===== src/rtl/ow_byte_engine.sv =====
module ow_byte_engine #(
  parameter int DUR_W        = 8,
  parameter int TICKS_PER_MS = 100000
) (
  input  logic             clk,
  input  logic             rst_n,
  input  logic             cmd_valid,
  input  logic [1:0]       cmd_op,
  input  logic [7:0]       cmd_data,
  input  logic             pu_wr,
  input  logic [DUR_W-1:0] pu_ms,
  input  logic             hw_pu_en,
  input  logic             slot_done,
  input  logic             slot_sample,
  output logic             slot_req,
  output logic             slot_bit,
  output logic             pu_on,
  output logic             busy,
  output logic             done,
  output logic [7:0]       rx_byte
);
  localparam int TW = $clog2(TICKS_PER_MS + 1);
  localparam int CW = DUR_W + TW;
  localparam logic [1:0] OP_RD = 2'b10;

  typedef enum logic [1:0] {S_IDLE, S_SLOT, S_HOLD, S_DONE} st_t;

  st_t             st;
  logic [1:0]      op_q;
  logic [7:0]      data_q;
  logic [7:0]      rx_q;
  logic [2:0]      idx;
  logic [DUR_W-1:0] dur_q;
  logic            use_pu;
  logic [CW-1:0]   hold_cnt;
  logic            pu_q;

  assign slot_req = (st == S_SLOT);
  assign slot_bit = (op_q == OP_RD) ? 1'b1 : data_q[idx];
  assign pu_on    = pu_q;
  assign busy     = (st != S_IDLE);
  assign done     = (st == S_DONE);
  assign rx_byte  = rx_q;

  always_ff @(posedge clk or negedge rst_n) begin
    if (!rst_n) begin
      st       <= S_IDLE;
      op_q     <= '0;
      data_q   <= '0;
      rx_q     <= '0;
      idx      <= '0;
      dur_q    <= '0;
      use_pu   <= 1'b0;
      hold_cnt <= '0;
      pu_q     <= 1'b0;
    end else begin
      case (st)
        S_IDLE: begin
          if (cmd_valid && cmd_op != 2'b00) begin
            op_q   <= cmd_op;
            data_q <= cmd_data;
            idx    <= '0;
            use_pu <= (cmd_op != OP_RD) && (dur_q != '0);
            st     <= S_SLOT;
          end else if (pu_wr) begin
            dur_q <= pu_ms;
          end
        end
        S_SLOT: begin
          if (slot_done) begin
            rx_q[idx] <= slot_sample;
            idx       <= idx + 3'd1;
            if (idx == 3'd6 && use_pu && hw_pu_en)
              pu_q <= 1'b1;
            if (idx == 3'd7) begin
              if (use_pu) begin
                hold_cnt <= CW'(dur_q) * CW'(TICKS_PER_MS) - CW'(1);
                st       <= S_HOLD;
              end else begin
                st <= S_DONE;
              end
            end
          end
        end
        S_HOLD: begin
          if (hold_cnt == '0) begin
            pu_q  <= 1'b0;
            dur_q <= '0;
            st    <= S_DONE;
          end else begin
            hold_cnt <= hold_cnt - CW'(1);
          end
        end
        default: st <= S_IDLE;
      endcase
    end
  end
endmodule


===== config.mk =====
export PLATFORM = sky130hd
export DESIGN_NAME = ow_byte_engine
export DESIGN_NICKNAME = d
export VERILOG_FILES = /design/src/rtl/ow_byte_engine.sv
export SDC_FILE = /design/constraint.sdc
export NUM_CORES = 1
export LEC_CHECK = 0
export ABC_AREA = 1
export ABC_CLOCK_PERIOD_IN_PS = 4100
export BUFFER_PORTS_ARGS = -buffer_cell sky130_fd_sc_hd__buf_2
export CORE_UTILIZATION = 62
export DETAILED_ROUTE_END_ITERATION = 16
export PLACE_DENSITY = 0.81
export SYNTH_ARGS = -nofsm -noshare
export SYNTH_HDL_FRONTEND = slang
export SYNTH_SLANG_ARGS = --single-unit

===== constraint.sdc =====
create_clock -name clk -period 4.1 [get_ports clk]
set_input_delay 0 -clock clk [delete_from_list [all_inputs] [get_ports clk]]
set_output_delay 0 -clock clk [all_outputs]
set_load 0.02 [all_outputs]

After elaboration in Yosys (flattened, before gate mapping)
Cells that the tools add are included.
{"block": "op_classes", "add_sub_neg": 3, "n_mul": 1, "order_cmp": 2, "eq_ne": 16, "mux": 28, "n_reduce_logical": 20}
{"operator": "2-to-1 mux 25 bit", "count": 4}
{"operator": "one-hot mux 25 bit (2 select lines)", "count": 1}
{"operator": "subtractor 25 x 1 -> 25 bit, second input constant", "count": 2}
{"operator": "logical NOT 25 bit", "count": 1}
{"operator": "2-to-1 mux 8 bit", "count": 3}
{"operator": "multiplier 8 x 12 -> 20 bit, second input constant", "count": 1}
{"operator": "one-hot mux 8 bit (2 select lines)", "count": 1}
{"operator": "!= test 2 bit, second input constant", "count": 7}
{"operator": "AND reduction 4 bit", "count": 3}
{"operator": "nonzero test 2 bit", "count": 5}
{"operator": "bitwise mux 8 bit", "count": 1}
{"operator": "2-to-1 mux 2 bit", "count": 4}
{"operator": "nonzero test 8 bit", "count": 1}
{"operator": "2-to-1 mux 1 bit", "count": 7}
{"operator": "equality test 2 bit, second input constant", "count": 3}
{"operator": "equality test 3 bit, second input constant", "count": 2}
{"operator": "2-to-1 mux 3 bit", "count": 2}
{"operator": "!= test 2 x 1 -> 1 bit, second input constant", "count": 3}
{"operator": "one-hot mux 2 bit (3 select lines)", "count": 1}
{"operator": "one-hot mux 3 bit (2 select lines)", "count": 1}
{"operator": "logical AND 1 bit", "count": 5}
{"operator": "AND reduction 5 bit", "count": 1}
{"operator": "< comparator 3 x 4 -> 1 bit, second input constant", "count": 1}
{"operator": "AND reduction 2 bit", "count": 2}
{"operator": "8 further kinds", "count": 8}
{"block": "word_totals", "register_bits": 58, "out_inout_bits": 13, "elab_cells": 79}

Longest topological paths before layout
{"block": "logic_depth", "depth_word": 6, "depth_mapped": 23, "ltp_nobuf": 23}

Least setup slack after synthesis
OpenSTA, ideal clock, no wires.
{"block": "synth_timing", "path_kind": "reg-to-reg", "startpoint": "register dur_q[2]", "endpoint": "register hold_cnt[21]", "setup_ps": 78, "arrival_ps": 3556, "t_required_ps": 4022, "setup_slack_ps": 466, "stages_incl_launch_ff": 21, "path_buffers": 0, "path_cell_list": "dfrtp_1 -> ha_1 -> ha_1 -> inv_1 -> fa_1 -> inv_1 -> fa_1 -> ha_1 -> a21oi_1 -> nand3b_1 -> nand2_2 -> nand2_2 -> nor2_4 -> nand2_2 -> nor2_4 -> nand2_1 -> nor2_2 -> nand2_1 -> nand2_1 -> nand2_1 -> a21boi_1"}
{"block": "synth_via", "elab_chain_cells": 6}
{"item": "start: declaration", "line": "33", "text": "logic [DUR_W-1:0] dur_q;"}
{"item": "start signal: assignment", "line": "66", "text": "dur_q <= pu_ms;"}
{"item": "multiplier 8 x 12 -> 20 bit", "line": "77", "text": "hold_cnt <= CW'(dur_q) * CW'(TICKS_PER_MS) - CW'(1);"}
{"item": "subtractor 25 x 1 -> 25 bit", "line": "77"}
{"item": "2-to-1 mux 25 bit", "line": "76", "text": "if (use_pu) begin"}
{"item": "2-to-1 mux 25 bit", "line": "75", "text": "if (idx == 3'd7) begin"}
{"item": "2-to-1 mux 25 bit", "line": "70", "text": "if (slot_done) begin"}
{"item": "one-hot mux 25 bit (2 select lines)", "line": "57", "text": "case (st)"}
{"item": "end signal: assignment", "line": "77"}
{"item": "end signal: assignment", "line": "91", "text": "hold_cnt <= hold_cnt - CW'(1);"}
{"item": "end: declaration", "line": "35", "text": "logic [CW-1:0] hold_cnt;"}
Every way passes these cells. The select of a mux whose other input is x is not followed.
A chain may end at the register's enable or synchronous reset.

Worst setup path in the final report
{"block": "layout_timing", "startpoint": "register dur_q[4]", "endpoint": "register hold_cnt[24]"}
Same word-level chain as after synthesis.

==> metrics.txt <==
status completed; largest net degree at the start of global routing 59; CP startpoint kind flop; FMAX 259 MHz; Die Y 96.6 um; count leader, synth nand2_1; CTS Buf Count 9; Synth Flop Type dfrtp_1; post-route minimum period 3.87 ns; final cell count without fillers 950; P_leak 3.18 nW; root buffer cell clkbuf_8; detailed placement HPWL 10,300 um; Syn. warnings 0; pre-CTS worst setup slack 0.173 ns; Die Area roughly 0.0093 mm^2; Max clock buf depth 2; TritonCTS clock tree done; Final Cell Area 0.00627 mm^2; Max Cap Viol 0; CP arrival 4.14 ns; syn avg cell area 7.14 um^2; PD cells 184 mW/mm^2; setup slack after layout 0.235 ns; Area contributors post-synth dfrtp_1 (26%), nand2_1 (15%), ha_1 (15%); actual slew at the worst max-slew pin 0.847 ns; vias post-DR 5,379; top cell type by total area after synthesis dfrtp_1; Seq. cell area approximately 0.0015 mm^2; Clock Skews 0.00856 ns; number of iterations in the first detailed-routing pass 5; worst hold margin 0.0331 ns; layout cells sized above 1 0.141; Placed Instance Area 0.00582 mm^2; Placed Cells 914; Chip Width 96.6 um; depth of the CTS H-tree 3; first-pass GRT wire length 22,300 um; global route total overflow 0; Avg WL per Cell around 15 um; final max-slew violation count 0; Synth Instances 777; post-synth top area share 0.262; total wire length 14,200 um; Post-synth top cells nand2_1 (223), inv_1 (89), ha_1 (65); final core occ 0.722; Power Total around 1.2 mW; worst hold-check path type in2reg; clk sinks 58; drt drc 0; Final nets around 940; relative slew slack 0.433; Seq/Total Area, Yosys 0.262; Setup Crit Path Kind reg2reg; Via density ~5.7; multi-input logic area 0.00369 mm^2; RD Place Congestion a little under 0.9; GRT Resource Usage Total 0.307; Worst-path clk slew 0.07 ns; fill count slightly below 700; unique cell type count in the Yosys netlist 46; peak supply drop 0.202 mV; TNS Setup 0 ns; FP Rows 34; Worst setup EP type flop; number of synthesized flops with an enable pin 0; initial antenna violation count 0; diode count 0; Buffers on Ports 37; Initial Utilization 0.639; Ports 38; Req. time, crit path 4.38 ns; antenna-violating nets left 0; synthesized area 0.00554 mm^2; crit share post-route 0.943; Synth Net Count 879; clk_lat worst skew 0.34 ns; Final Hold Viols 0; Seq cells post-synth 58; core area 0.00868 mm^2; Async SR Flop Fraction 1.00; Layout area overhead 13.1%; DRT iter0 DRCs 257; Final setup viols 0; CP max FO 6; vias in the first global route 5,134
[where the power goes]
part,internal [mW],total [mW],switching (mW)
logic,0.0247,0.0515,0.0269
clock network,0.279,0.524,0.245
registers,0.578,0.581,0.00329
[critical path: stages (launching register included)]
cell,delay (ns)
dfrtp_2,0.45
ha_1,0.34
ha_1,0.30
inv_1,0.06
fa_1,0.49
inv_1,0.05
fa_1,0.48
ha_4,0.33
nand3_1,0.12
nand2_2,0.12
nand2_1,0.07
nand2_2,0.09
nand3_1,0.17
nor2_4,0.18
nand3_2,0.09
nor2_1,0.16
nand3_1,0.10
nand3_1,0.11
nand2_1,0.06
nand2_1,0.05
[state kept, by name, summed over array words and instances, names as in the netlist]
signal and flops:
op_q 2, pu_on 1, dur_q 8, rx_byte 8
data_q 8, hold_cnt 25, st 2, idx 3
use_pu 1
[final cells by class]
class / instances / area share
clock buffer: 9 / 0.0198
clock inverter: 7 / 0.0110
inverter: 99 / 0.0593
multi-input combinational: 607 / 0.589
sequential: 58 / 0.232
tap: 108 / 0.0216
timing repair buffer: 62 / 0.0671
[cells in the final DEF (no fill, tap or decap), types with 4 or more instances in the layout]
cell type and n:
clkbuf_8 9, nand3_1 56, inv_2 7, inv_1 88, nand4_1 16, nand2_1 220, o21ai_2 14, nand3b_1 4
buf_2 37, xor2_1 10, a21oi_1 34, nor3_1 4, o21ai_0 42, nor2_1 59, dfrtp_1 56, a21boi_1 5
buf_4 6, o21ai_1 9, clkinv_1 4, nand2_2 10, fa_1 12, dlygate4sd3_1 19, nor2_2 8, ha_1 61
[final timing paths]
| check | startpoint | to | slack, ns | cells after the start |
|---|---|---|---|---|
| hold / removal | slot_sample | rx_byte[7] | 0.03 | 3 |
| setup reg to reg | dur_q[4] | hold_cnt[24] | 0.23 | 19 |
| setup / recovery | dur_q[4] | hold_cnt[24] | 0.23 | 19 |
| min in group asynchronous | rst_n | hold_cnt[22] | 0.34 | 3 |
| hold reg to reg | data_q[7] | data_q[7] | 0.48 | 2 |
| max in group asynchronous | rst_n | dur_q[4] | 3.20 | 3 |
[kinds of logic after synthesis]
group,count (synthesis),synth area share
DFF,58,0.262
xor gates and xnor gates,12,0.0190
AOI/OAI and AO/OA,120,0.131
buffers and inverters,112,0.0826
and+or+nand+nor,398,0.316
adders and majority gates,77,0.190
[per-layer routing]
| metal | wire length, um | vias to the layer above | track usage |
|---|---|---|---|
| met5 | 0 | - | 0 |
| met4 | 297 | 0 | 0.104 |
| met3 | 676 | 33 | 0.0415 |
| met2 | 7020 | 151 | 0.539 |
| met1 | 6200 | 2516 | 0.387 |
| li1 | - | 2679 | - |
[timing repair]
action / in CTS / in global routing
hold buffers: 19 / 0
endpoints found under the hold margin: 77 / 0
setup endpoints to repair: 0 / 10
gates resized for setup: 0 / 16
buffers inserted: 0 / 1
No activity file was read; power rests on OpenSTA's default activity.
